### src/rtl/tnc_pkg.sv
package tnc_pkg;
  localparam int unsigned TNC_ADDR_W = 3;

  typedef enum logic [TNC_ADDR_W-1:0] {
    TNC_REG_SUBNS = 3'd0,
    TNC_REG_NSLO  = 3'd1,
    TNC_REG_NSHI  = 3'd2,
    TNC_REG_TRIM  = 3'd3,
    TNC_REG_RUN   = 3'd4
  } tnc_reg_e;
endpackage

### src/rtl/tnc_frac_acc.sv
module tnc_frac_acc #(
  parameter int unsigned FRAC_W = 32
) (
  input  logic              clk,
  input  logic              rst_n,
  input  logic              run,
  input  logic              clr,
  input  logic              sign,
  input  logic [FRAC_W-2:0] mag,
  output logic [FRAC_W-1:0] frac,
  output logic              step_up,
  output logic              step_dn
);
  localparam int unsigned EXT_W = FRAC_W + 1;

  logic [FRAC_W-1:0] frac_q, frac_d;
  logic [EXT_W-1:0]  sum, dif;

  always_comb begin
    sum     = {1'b0, frac_q} + {2'b00, mag};
    dif     = {1'b0, frac_q} - {2'b00, mag};
    frac_d  = frac_q;
    step_up = 1'b0;
    step_dn = 1'b0;
    if (clr) begin
      frac_d = '0;
    end else if (run) begin
      if (sign) begin
        frac_d  = dif[FRAC_W-1:0];
        step_dn = dif[FRAC_W];
      end else begin
        frac_d  = sum[FRAC_W-1:0];
        step_up = sum[FRAC_W];
      end
    end
  end

  always_ff @(posedge clk or negedge rst_n) begin
    if (!rst_n) frac_q <= '0;
    else        frac_q <= frac_d;
  end

  assign frac = frac_q;

  AST_FRAC_CLR: assert property (@(posedge clk) disable iff (!rst_n)
    clr |=> (frac_q == '0));
  AST_FRAC_HOLD: assert property (@(posedge clk) disable iff (!rst_n)
    (!run && !clr) |=> $stable(frac_q));
endmodule

### src/rtl/tnc_ns_ctr.sv
module tnc_ns_ctr #(
  parameter int unsigned NS_W      = 40,
  parameter int unsigned DATA_W    = 32,
  parameter int unsigned BASE_STEP = 8
) (
  input  logic              clk,
  input  logic              rst_n,
  input  logic              run,
  input  logic              step_up,
  input  logic              step_dn,
  input  logic              ld_lo,
  input  logic              ld_hi,
  input  logic [DATA_W-1:0] ld_data,
  output logic [NS_W-1:0]   ns
);
  localparam int unsigned HI_W = NS_W - DATA_W;

  logic [NS_W-1:0] ns_q, ns_d, step;

  always_comb begin
    step = NS_W'(BASE_STEP) + NS_W'(step_up) - NS_W'(step_dn);
    ns_d = ns_q;
    if (ld_lo || ld_hi) begin
      if (ld_lo) ns_d[DATA_W-1:0]    = ld_data;
      if (ld_hi) ns_d[NS_W-1:DATA_W] = ld_data[HI_W-1:0];
    end else if (run) begin
      ns_d = ns_q + step;
    end
  end

  always_ff @(posedge clk or negedge rst_n) begin
    if (!rst_n) ns_q <= '0;
    else        ns_q <= ns_d;
  end

  assign ns = ns_q;

  AST_HOLD_WHEN_HALTED: assert property (@(posedge clk) disable iff (!rst_n)
    (!run && !ld_lo && !ld_hi) |=> $stable(ns_q));
  AST_STEP_RANGE: assert property (@(posedge clk) disable iff (!rst_n)
    (run && !ld_lo && !ld_hi) |=>
      (NS_W'(ns_q - $past(ns_q)) >= NS_W'(BASE_STEP - 1)) &&
      (NS_W'(ns_q - $past(ns_q)) <= NS_W'(BASE_STEP + 1)));
endmodule

### src/rtl/tnc_regif.sv
module tnc_regif
  import tnc_pkg::*;
#(
  parameter int unsigned NS_W   = 40,
  parameter int unsigned DATA_W = 32
) (
  input  logic                  clk,
  input  logic                  rst_n,
  input  logic                  wr_en,
  input  logic                  rd_en,
  input  logic [TNC_ADDR_W-1:0] addr,
  input  logic [DATA_W-1:0]     wdata,
  input  logic [DATA_W-1:0]     frac,
  input  logic [NS_W-1:0]       ns,
  output logic                  halt,
  output logic                  trim_sign,
  output logic [DATA_W-2:0]     trim_mag,
  output logic                  ld_lo,
  output logic                  ld_hi,
  output logic [DATA_W-1:0]     rdata
);
  localparam int unsigned HI_W = NS_W - DATA_W;

  logic [DATA_W-1:0] trim_q, trim_d;
  logic              halt_q, halt_d;
  logic [NS_W-1:0]   snap_q, snap_d;
  logic [DATA_W-1:0] rdata_q, rdata_d;
  logic              rd_sub;

  assign ld_lo  = wr_en && (addr == TNC_REG_NSLO);
  assign ld_hi  = wr_en && (addr == TNC_REG_NSHI);
  assign rd_sub = rd_en && (addr == TNC_REG_SUBNS);

  always_comb begin
    trim_d  = trim_q;
    halt_d  = halt_q;
    snap_d  = snap_q;
    rdata_d = rdata_q;
    if (wr_en && addr == TNC_REG_TRIM) trim_d = wdata;
    if (wr_en && addr == TNC_REG_RUN)  halt_d = wdata[DATA_W-1];
    if (rd_sub) snap_d = ns;
    if (rd_en) begin
      case (addr)
        TNC_REG_SUBNS: rdata_d = frac;
        TNC_REG_NSLO:  rdata_d = snap_q[DATA_W-1:0];
        TNC_REG_NSHI:  rdata_d = DATA_W'(snap_q[NS_W-1:DATA_W]);
        TNC_REG_TRIM:  rdata_d = trim_q;
        TNC_REG_RUN:   rdata_d = {halt_q, {(DATA_W-1){1'b0}}};
        default:       rdata_d = '0;
      endcase
    end
  end

  always_ff @(posedge clk or negedge rst_n) begin
    if (!rst_n) begin
      trim_q  <= '0;
      halt_q  <= 1'b1;
      snap_q  <= '0;
      rdata_q <= '0;
    end else begin
      trim_q  <= trim_d;
      halt_q  <= halt_d;
      snap_q  <= snap_d;
      rdata_q <= rdata_d;
    end
  end

  assign halt      = halt_q;
  assign trim_sign = trim_q[DATA_W-1];
  assign trim_mag  = trim_q[DATA_W-2:0];
  assign rdata     = rdata_q;

  AST_HI_RSVD: assert property (@(posedge clk) disable iff (!rst_n)
    (rd_en && addr == TNC_REG_NSHI) |=> (rdata_q[DATA_W-1:HI_W] == '0));
  AST_SNAP_HOLD: assert property (@(posedge clk) disable iff (!rst_n)
    !rd_sub |=> $stable(snap_q));
  AST_RUN_BIT: assert property (@(posedge clk) disable iff (!rst_n)
    (wr_en && addr == TNC_REG_RUN) |=> (halt_q == $past(wdata[DATA_W-1])));
endmodule

### src/rtl/tnc_trim_clock.sv
module tnc_trim_clock
  import tnc_pkg::*;
#(
  parameter int unsigned NS_W      = 40,
  parameter int unsigned DATA_W    = 32,
  parameter int unsigned BASE_STEP = 8
) (
  input  logic                  clk,
  input  logic                  rst_n,
  input  logic                  wr_en,
  input  logic                  rd_en,
  input  logic [TNC_ADDR_W-1:0] addr,
  input  logic [DATA_W-1:0]     wdata,
  output logic [DATA_W-1:0]     rdata
);
  localparam int unsigned FRAC_W = DATA_W;

  logic [1:0]        rst_sync;
  logic              rst_i_n;
  logic              halt, trim_sign, ld_lo, ld_hi, step_up, step_dn;
  logic [DATA_W-2:0] trim_mag;
  logic [FRAC_W-1:0] frac;
  logic [NS_W-1:0]   ns;

  always_ff @(posedge clk or negedge rst_n) begin
    if (!rst_n) rst_sync <= 2'b00;
    else        rst_sync <= {rst_sync[0], 1'b1};
  end
  assign rst_i_n = rst_sync[1];

  tnc_regif #(.NS_W(NS_W), .DATA_W(DATA_W)) u_regif (
    .clk(clk), .rst_n(rst_i_n), .wr_en(wr_en), .rd_en(rd_en), .addr(addr),
    .wdata(wdata), .frac(frac), .ns(ns), .halt(halt), .trim_sign(trim_sign),
    .trim_mag(trim_mag), .ld_lo(ld_lo), .ld_hi(ld_hi), .rdata(rdata)
  );

  tnc_frac_acc #(.FRAC_W(FRAC_W)) u_frac (
    .clk(clk), .rst_n(rst_i_n), .run(!halt), .clr(ld_lo || ld_hi),
    .sign(trim_sign), .mag(trim_mag), .frac(frac),
    .step_up(step_up), .step_dn(step_dn)
  );

  tnc_ns_ctr #(.NS_W(NS_W), .DATA_W(DATA_W), .BASE_STEP(BASE_STEP)) u_ctr (
    .clk(clk), .rst_n(rst_i_n), .run(!halt), .step_up(step_up),
    .step_dn(step_dn), .ld_lo(ld_lo), .ld_hi(ld_hi), .ld_data(wdata), .ns(ns)
  );
endmodule

### config.mk
export PLATFORM = sky130hd
export DESIGN_NAME = tnc_trim_clock
export DESIGN_NICKNAME = d
export VERILOG_FILES = /design/src/rtl/tnc_pkg.sv /design/src/rtl/tnc_frac_acc.sv /design/src/rtl/tnc_ns_ctr.sv /design/src/rtl/tnc_regif.sv /design/src/rtl/tnc_trim_clock.sv
export SDC_FILE = /design/constraint.sdc
export NUM_CORES = 1
export LEC_CHECK = 0
export CORE_MARGIN = 3
export CORE_UTILIZATION = 30
export CTS_CLUSTER_SIZE = 40
export DETAILED_ROUTE_END_ITERATION = 7
export GPL_ROUTABILITY_DRIVEN = 1
export PLACE_DENSITY = 0.45
export REMOVE_ABC_BUFFERS = 1
export SLEW_MARGIN = 40
export SYNTH_ARGS = -nofsm -noshare
export SYNTH_HDL_FRONTEND = slang
export SYNTH_SLANG_ARGS = --single-unit
### constraint.sdc
create_clock -name clk -period 14.45 [get_ports clk]
set_clock_uncertainty 0.1 [all_clocks]
set_input_delay 2.89 -clock clk [delete_from_list [all_inputs] [get_ports clk]]
set_output_delay 2.89 -clock clk [all_outputs]
set_load 0.005 [all_outputs]
==> results.md, run 1 <==
* Layout area overhead at 14.47%
* Synthesized flop and latch total at 179
* Longest Clk Path Bufs at 2
* Min cycle time layout at 8399 ps
* Port buffer count at 70
* Non-filler cells, final at between 2000 and 2500
* Worst-path clk slew at 80 ps
* Power per cell area at approximately 250 nW/µm²
* Dpl hpwl at 31470 µm
* Post-synthesis sequential area ratio at 33.73%
* Largest net degree at the start of global routing at 67
* RSZ-0062 raised after global routing: no
* Crit start category: primary input
* Final ANT Viol Nets at 0
* Crit Path Class: primary input to register
* DIE HEIGHT at 216.4 µm
* # DRC at 0
* Initial DRC count at between 700 and 800
* Final wirelength at 43270 µm
* Number of global-route vias before repair at 11440
* Worst-Skew Late Latency at 500 ps
* MaxCap Viol Count at 0
* Worst path required time at 14740 ps
* Starting Density at 30.64%
* Nets at 1691
* Via count at 11450
* Drt first pass iters at 5
* Crit path max fanout at 49
* Most used DFF post-synth: dfrtp_1
* CP Launch Point: addr[2]
* Reg2reg start: u_frac.frac[0]
* Slew @ Worst Pin at 870.7 ps
* Setup_tns at 0 ps
* CTS sink cnt at approximately 180
* R2R setup slack at 6920 ps
* Post-CTS Setup Repair Bufs at 0
* Peak VDD IR at 0.1132 mV
* # setup viols final at 0
* Worst Path Arrival at 8680 ps
* Io pins at about 70
* Post-synth EDFFs at 0
* Post-placement cell count at 2111
* Leak at 6.568 nW
* Syn Inst Count at 1510
* Asr flop ratio synth at 100.0%
* Root buffer cell: clkbuf_16
* Post-synth design cell area at 13290 µm²
* Count of hold-fix buffers inserted at cts at 0
* Core Util, Final at 35.07%
* Fin crit share at around three fifths
* Crit. End Element: register
* Reg2Reg Depth at 27
* Total grt overflow at 0
* Synthesized area per cell at 8.798 µm²
* Worst min path class: register to asynchronous set/reset pin
* CTS HTree Levels at 4
* Wire per inst at ~20 µm
* CTS resizes at 0
* Die Wd at 216.4 µm
* Drt via density at 5.338
* Max-slew headroom at 41.60%
* CTS tree: yes
* Core Region at 43360 µm²
* Cell Rows at 76
* YS warnings at 0
* Die area at 46840 µm²
* First-pass GRT wire length at 67810 µm
* Slew Viols, Final at 0
* Placer Congestion at 0.8998
* GR Util All Layers at a little under a fifth
* Status: complete, no violations
* Share of cells above drive strength 1 at 12.76%
* Endpoints failing hold at 0
* Antenna violations before repair at 1
* R2r endpoint: u_ctr.ns[38]
* TritonCTS Buffers at 17
* Max Fclk at approximately 120 MHz
* Yosys cell types at 81
[cell families (layout without fill, tap and decap cells)]
| kind of cell | count (synthesis) | after routing | share of synthesized area (%) |
|---|---|---|---|
| other | 1 | 2 | 0.02823 |
| DFF | 179 | 179 | 33.73 |
| AOI/OAI and AO/OA | 482 | 482 | 23.64 |
| xor gates and xnor gates | 46 | 46 | 3.033 |
| adders and majority gates | 106 | 106 | 10.15 |
| buffers and inverters | 227 | 276 | 6.640 |
| and+or+nand+nor | 351 | 351 | 12.22 |
| muxes | 118 | 118 | 10.57 |
[critical path, stage by stage]
cell and delay, ps:
clkdlybuf4s50_1 560, nor2b_1 140, nand2_2 70, buf_4 500, nand2_1 520, nor4_1 360, o41ai_1 140, ha_1 290
inv_1 60, ha_1 210, inv_1 80, fa_1 180, nand2b_1 150, a211oi_1 110, o31ai_1 430, a31oi_1 260
a211oi_1 760, o21ai_0 380, nand4_1 220, nor4_1 60, a211o_1 290
[layout by cell type (no fill, tap or decap), drive strengths merged, types with 9 or more instances in the layout]
master         count
nor4               9
buf               30
nor3              28
nand2             89
nand3             30
xor2              17
o21bai            16
inv              151
o31ai             16
nor2             128
o21a              11
xnor2             29
ha               103
dfrtp            178
a31oi             20
mux2i             12
o21ai             92
a21oi            124
mux2              98
a21o              28
o211ai            16
a211oi            34
nor2b             14
a22oi             33
clkdlybuf4s50     67
o22ai             35
clkbuf            18
[worst max-delay path by stage]
stage / end / slack (ps) / cells after the start
6_report: u_ctr.ns[38] / 6050 / 21
3_3_place_gp: u_ctr.ns[38] / 5860 / 21
5_1_grt: u_ctr.ns[38] / 5710 / 21
4_1_cts: u_ctr.ns[38] / 6220 / 21
2_1_floorplan: u_ctr.ns[36] / 6940 / 18
3_5_place_dp: u_ctr.ns[38] / 5700 / 21
[metal layers]
metal  track usage (%)  up-vias  wire [µm]
li1                  -     5525          -
met2             29.86      226      20030
met1             25.51     5655      20610
met3             3.912       45       1683
met4             6.172        0        948
met5                 0        -          0
[power by group]
group | switching [W] | internal (W)
Clock | 0.000230 | 0.000239
Combinational | 0.00138 | 0.00103
Sequential | 0.000201 | 0.000707
Total | 0.00181 | 0.00198
[synthesized netlist by cell type (29+ instances only)]
cell type	instances	share of area (%)
xnor2_1	29	1.9
o21ai_0	89	3.4
dfrtp_1	178	34
ha_1	103	9.7
inv_1	146	4.1
a211oi_1	33	1.9
nand2_1	88	2.5
nor2_1	128	3.6
nand3_1	30	1.1
a22oi_1	33	1.9
mux2_2	98	8.3
a21oi_1	124	4.7
o22ai_1	35	1.6
clkbuf_1	59	1.7
[through the flow]
stage	hold WS, ps	total power [W]	worst slack (ps)	cell area, µm²
global route	265.8	0.004138	5712	15200
CTS	239.3	0.003795	6218	15180
finish	204.7	0.003787	6051	15210
global placement	228.5	0.003292	5857	14590
detailed placement	234.6	0.003300	5699	14620
floorplan	231.2	0.002659	6935	12950
[flip-flops by register name (all words and copies together), names as in the netlist]
name            cells
u_regif.snap_q     40
u_regif.rdata      32
u_regif.halt        1
u_regif.trim_q     32
u_frac.frac        32
rst_sync            2
u_ctr.ns           40
[area by class of cell]
class	instances	area, µm²
diodes	1	2.502
clock buffers	18	429.2
clock inverters	14	127.6
fillers	4591	28150
inverters	147	551.8
multi-input cells	1104	7959
flip-flops and latches	179	4486
well taps	585	732.0
repair buffers	97	919.6
Note: power is estimated with default switching activity, not from simulation.
==> inputs of run 2 (changes only) <==
==> constraint.sdc (replaced) <==
create_clock -name clk -period 8.3 [get_ports clk]
set_clock_uncertainty 0.1 [all_clocks]
set_input_delay 1.66 -clock clk [delete_from_list [all_inputs] [get_ports clk]]
set_output_delay 1.66 -clock clk [all_outputs]
set_load 0.005 [all_outputs]
==> run 2 against run 1 <==
Critical path depth rose by 5; first-iteration DRC count rose by 6.5%; via count fell by 0.58%; cell area rose by 0.26%; global-route usage rose by 0.81 points; setup slack got worse by 4600 ps; sequential share of layout area fell by 0.075 points; total power rose by 78%; clock-buffer cell count did not move; clock power rose by 88%; largest power group unchanged; highest routed layer unchanged.
==> results.md, run 2 (synthesis gave the netlist of run 1 again) <==
* CTS tree: yes
* Io pins at 71 (unchanged)
* Post-CTS Setup Repair Bufs at 0 (unchanged)
* Worst min path class: register to asynchronous set/reset pin
* Fin crit share at 82.49%
* Endpoints failing hold at 0 (unchanged)
* Die Wd at 216.4 µm (unchanged)
* Drt via density at 5.323 (-0.30%)
* Number of global-route vias before repair at 11660 (+1.9%)
* Area occupied by registers at 4486 µm² (unchanged)
* CP max-delay cell: a211oi_1
* Die area at 46840 µm² (unchanged)
* Final Cell Area at 15250 µm² (+0.26%)
* CTS resizes at 0 (unchanged)
* Kind of cell adding the most delay to the critical path: compound AO/OA/AOI/OAI gates
* Share of cells above drive strength 1 at 12.43% (-0.34 points)
* DIE HEIGHT at 216.4 µm (unchanged)
* Crit Path Class: register to register
* MaxCap Viol Count at 0 (unchanged)
* Dpl hpwl at 32450 µm (+3.1%)
* Worst Path Arrival at 7150 ps (-1530 ps)
* Slew Viols, Final at 0 (unchanged)
* # setup viols final at 0 (unchanged)
* Largest net degree at the start of global routing at 70 (+4.5%)
* Via count at 11390 (-0.58%)
* CTS HTree Levels at 4 (unchanged)
* Setup WS post-layout at 1453 ps (-4598 ps)
* RSZ-0062 raised after global routing: no
* Placer Congestion at 0.8983 (-0.17%)
* Crit start category: register
* Most frequent cells in the layout: dfrtp_1 (176), inv_1 (146), nor2_1 (127), a21oi_1 (124), ha_1 (103)
* Final wirelength at 44660 µm (+3.2%)
* Initial DRC count at 754 (+6.5%)
* Buffers and inverters on the worst path at 3 (-1)
* Max Fclk at 146.1 MHz
* Drt first pass iters at 5 (unchanged)
* CP Launch Point: u_regif.trim_q[0]
* Leak at 6.568 nW (about the same)
* Wire per inst at 20.88 µm (+3.5%)
* Final ANT Viol Nets at 0 (unchanged)
* Max-slew headroom at 41.21% (-0.39 points)
* Worst-path clk slew at 70 ps (about the same)
* Root buffer cell: clkbuf_16
* Crit. End Element: register
* GR Util All Layers at 19.57% (+0.81 points)
* Multi-input combinational cell area at 7964 µm² (about the same)
* Setup_tns at 0 ps (unchanged)
* Max stage delay on crit path at 760 ps (about the same)
* Leading cell type in the layout, fill and taps excluded: dfrtp_1
* Reg2reg start: u_regif.trim_q[0]
* Worst path required time at 8600 ps (-6140 ps)
* DP Area at 14620 µm² (about the same)
* Post-Place Setup Slack at 1619 ps (-4081 ps)
* Crit path max fanout at 4 (-92%)
* Nets at 1685 (-0.35%)
* Hold_ws at 137.5 ps (-67.16 ps)
* Peak VDD IR at 0.1295 mV (+14%)
* # DRC at 0 (unchanged)
* Antenna violations before repair at 0 (-1)
* Layout area overhead at 14.76%
* First-pass GRT wire length at 70240 µm (+3.6%)
* Fill cells at 4566 (-0.54%)
* Worst-Skew Late Latency at 500 ps (about the same)
* Cell Rows at 76 (unchanged)
* Status: complete, no violations
* Min cycle time layout at approximately 6800 ps
* TritonCTS Buffers at 17 (unchanged)
* Count of hold-fix buffers inserted at cts at 0 (unchanged)
* Port buffer count at 70 (unchanged)
* Total grt overflow at 0 (unchanged)
* CTS sink cnt at 179 (unchanged)
* Slew @ Worst Pin at 876.6 ps (+5.828 ps)
* Core Util, Final at 35.16% (+0.089 points)
* Starting Density at 30.64% (unchanged)
* Power per cell area at 442.6 nW/µm² (+78%)
* Core Region at 43360 µm² (unchanged)
* Longest Clk Path Bufs at 2 (unchanged)
run 2: stage by stage:
stage	power [W]	std cells
after floorplan	0.004629	1430
after global placement	0.005840	2104
after detailed placement	0.005841	2106
after CTS	0.006766	2138
after global routing	0.007387	2138
final	0.006748	2139
run 2: routing by layer:
layer | global-route usage, % | part of all wire [%] | up-vias
met4 | 5.931 | 1.9 | 0
met1 | 27.20 | 48 | 5622
met3 | 3.337 | 3.4 | 45
met2 | 31.25 | 46 | 208
met5 | 0 | 0 | -
li1 | - | - | 5510
run 2: worst register-to-register path, cell delays in order, from the launching register on:
cell and delay (ps):
dfrtp_1 420, ha_1 220, inv_1 70, fa_1 210, o21bai_1 100, a211oi_1 590
o31ai_1 150, o31ai_2 540, nor2_1 160, or2_1 310, a41oi_1 360, nor2_1 80
o41ai_1 310, ha_1 170, inv_1 40, ha_1 200, inv_1 80, fa_1 170
nand2b_1 140, a211oi_1 100, o31ai_1 330, a31oi_1 230, a211oi_1 760, o21ai_0 370
a21oi_1 290, nor4_1 70, a221oi_1 200
run 2: worst paths after layout:
check / endpoint / slack (ps) / cells after the start
max: u_ctr.ns[36] / 1450 / 26
min: u_regif.snap_q[26] / 140 / 0
max reg2reg: u_ctr.ns[36] / 1450 / 26
min reg2reg: u_regif.snap_q[26] / 140 / 0
max in group asynchronous: u_regif.trim_q[7] / 6650 / 2
min in group clk: rst_sync[1] / 260 / 0
run 2: layout make-up:
| type | instances | share of cell area, % |
|---|---|---|
| multi-input combinational | 1104 | 52.24 |
| sequential | 179 | 29.42 |
| timing repair buffer | 91 | 5.876 |
| clock buffer | 18 | 2.881 |
| tap | 585 | 4.801 |
| clock inverter | 14 | 1.149 |
| inverter | 147 | 3.619 |
| antenna | 1 | 0.01641 |
run 2: power breakdown:
group / total [W] / internal [W] / switching [W]
clock: 0.000883 / 0.000484 / 0.000399
combinational: 0.00430 / 0.00179 / 0.00251
sequential: 0.00157 / 0.00123 / 0.000338
==> inputs of run 3 (changes only) <==
--- a/config.mk
+++ b/config.mk
@@ -10,7 +10,7 @@
 export CTS_CLUSTER_SIZE = 40
 export DETAILED_ROUTE_END_ITERATION = 7
 export GPL_ROUTABILITY_DRIVEN = 1
-export PLACE_DENSITY = 0.45
+export PLACE_DENSITY = 0.46
 export REMOVE_ABC_BUFFERS = 1
 export SLEW_MARGIN = 40
 export SYNTH_ARGS = -nofsm -noshare
==> constraint.sdc (replaced) <==
create_clock -name clk -period 5.75 [get_ports clk]
set_clock_uncertainty 0.1 [all_clocks]
set_input_delay 1.15 -clock clk [delete_from_list [all_inputs] [get_ports clk]]
set_output_delay 1.15 -clock clk [all_outputs]
set_load 0.005 [all_outputs]
==> run 3 against run 2 <==
Wire length rose by 1.1%; clock-buffer cell count unchanged; critical path depth increased by 4; total power rose by 55%; via count is 3.0% higher; worst hold slack lost 36 ps; non-clock buffer count rose by 100; sequential cell count unchanged; final cell count grew 4.6%; clock power rose by 37%; first-iteration DRC count shrank 6.0%; highest routed layer unchanged; die area stayed put.
==> results.md, run 3 (synthesis gave the netlist of run 1 again) <==
* Multi-input combinational cell area at 8243 µm² (+3.5%)
* Longest Clk Path Bufs at 2 (unchanged)
* Nets at 1785 (+5.9%)
* Die Wd at 216.4 µm (unchanged)
* Fin crit share at 99.10% (+17 points)
* Max Fclk at 175.5 MHz (+20%)
* Met3 global-route usage at 2.257% (-1.1 points)
* Worst-Skew Late Latency at 480 ps (-20 ps)
* Power per cell area at 641.9 nW/µm² (+45%)
* Crit Path Class: register to register
* Drt first pass iters at 5 (unchanged)
* Crit. End Element: register
* Antenna violations before repair at 1 (+1)
* Met2 usage at 32.43% (+1.2 points)
* TritonCTS Buffers at 17 (unchanged)
* Cell Rows at 76 (unchanged)
* Dpl hpwl at 32840 µm (+1.2%)
* Kind of cell adding the most delay to the critical path: compound AO/OA/AOI/OAI gates
* First-pass GRT wire length at 71340 µm (+1.6%)
* Min cycle time layout at 5698 ps (-1149 ps)
* Worst-path clk slew at 80 ps (about the same)
* # DRC at 0 (unchanged)
* Placer Congestion at 0.9290 (+3.4%)
* Max stage delay on crit path at 380 ps (-380 ps)
* CTS tree: yes
* Final wirelength at 45140 µm (+1.1%)
* Via count at 11720 (+3.0%)
* CTS sink cnt at 179 (unchanged)
* Setup WS post-layout at 51.96 ps (-1401 ps)
* Largest net degree at the start of global routing at 125 (+79%)
* CP max-delay cell: dfrtp_1
* Worst Path Arrival at 5930 ps (-1220 ps)
* Crit start category: register
* Io pins at 71 (unchanged)
* Post-Place Setup Slack at -597.3 ps (-2216 ps)
* Area occupied by registers at 4486 µm² (unchanged)
* Core Region at 43360 µm² (unchanged)
* Worst min path class: register to asynchronous set/reset pin
* Wire per inst at 20.17 µm (-3.4%)
* Root buffer cell: clkbuf_16
* Top Usage Layer GRT: met2
* Status: complete, no violations
* GRT met1 Usage at 27.35% (+0.15 points)
* Most frequent cells in the layout: dfrtp_1 (176), inv_1 (143), nor2_1 (126), a21oi_1 (121), buf_4 (114)
* Port buffer count at 70 (unchanged)
* Count of hold-fix buffers inserted at cts at 0 (unchanged)
* Final ANT Viol Nets at 0 (unchanged)
* Initial DRC count at 709 (-6.0%)
* Setup_tns at 0 ps (unchanged)
* MaxCap Viol Count at 0 (unchanged)
* Number of global-route vias before repair at 12060 (+3.4%)
* Share of cells above drive strength 1 at 20.39% (+8.0 points)
* Peak VDD IR at 0.1884 mV (+45%)
* Starting Density at 30.64% (unchanged)
* Hold_ws at 101.1 ps (-36.40 ps)
* Leading cell type in the layout, fill and taps excluded: dfrtp_1
* Core Util, Final at 37.48% (+2.3 points)
* Slew Viols, Final at 0 (unchanged)
* RSZ-0062 raised after global routing: yes
* Crit path max fanout at 4 (unchanged)
* GR Util All Layers at 19.60% (+0.024 points)
* Leak at 7.087 nW (+7.9%)
* DIE HEIGHT at 216.4 µm (unchanged)
* Drt via density at 5.239 (-1.6%)
* Critical Path Most Common Cell: buf_4
* Layout area overhead at 22.34%
* Worst path required time at 5980 ps (-2620 ps)
* Total grt overflow at 0 (unchanged)
* Endpoints failing hold at 0 (unchanged)
* # setup viols final at 0 (unchanged)
* CTS HTree Levels at 4 (unchanged)
* Buffers and inverters on the worst path at 7 (+4)
* Die area at 46840 µm² (unchanged)
* Slew @ Worst Pin at 681.6 ps (-195.0 ps)
* Number of diodes at 0 (-1)
* Fill cells at 4519 (-1.0%)
* Max-slew headroom at 53.39% (+12 points)
[run 3: metrics by stage]
stage / cells / power, W / area [µm²]
detailed placement: 2198 / 0.008824 / 15310
global route: 2238 / 0.01138 / 16250
global placement: 2196 / 0.008798 / 15260
CTS: 2233 / 0.01023 / 16010
floorplan: 1430 / 0.006682 / 12950
finish: 2238 / 0.01043 / 16250
[run 3: what timing repair did]
item                                    in CTS  in global routing
pin swaps                                   28                 37
endpoints found under the setup margin      28                 25
endpoints found under the hold margin        0                  0
buffers inserted                             3                  4
gates resized for setup                     24                 39
[run 3: path summary, 6_finish.rpt]
path                       slack, ps                 end           start  depth (start not counted)
max reg2reg                       50        u_ctr.ns[28]  u_frac.frac[0]                         30
min reg2reg                      100   u_regif.rdata[28]     rst_sync[1]                          0
max                               50        u_ctr.ns[28]  u_frac.frac[0]                         30
min                              100   u_regif.rdata[28]     rst_sync[1]                          0
min in group clk                 260         rst_sync[1]     rst_sync[0]                          0
max in group asynchronous       4390  u_regif.trim_q[13]     rst_sync[1]                          2
[run 3: routing by layer]
metal	part of all wire [%]	vias up
met5	0	-
met4	1.6	0
met3	2.6	37
met2	47	204
met1	49	5781
li1	-	5702
[run 3: cell type report]
class,instances,area share (%)
multi-input cells,1104,50.72
flip-flops and latches,179,27.60
well taps,585,4.503
repair buffers,191,10.30
clock buffers,18,2.702
clock inverters,14,0.7852
inverters,147,3.395
[run 3: where the power goes]
group,switching [W],internal (W)
clock network,0.000619,0.000587
registers,0.000469,0.00178
logic,0.00383,0.00315
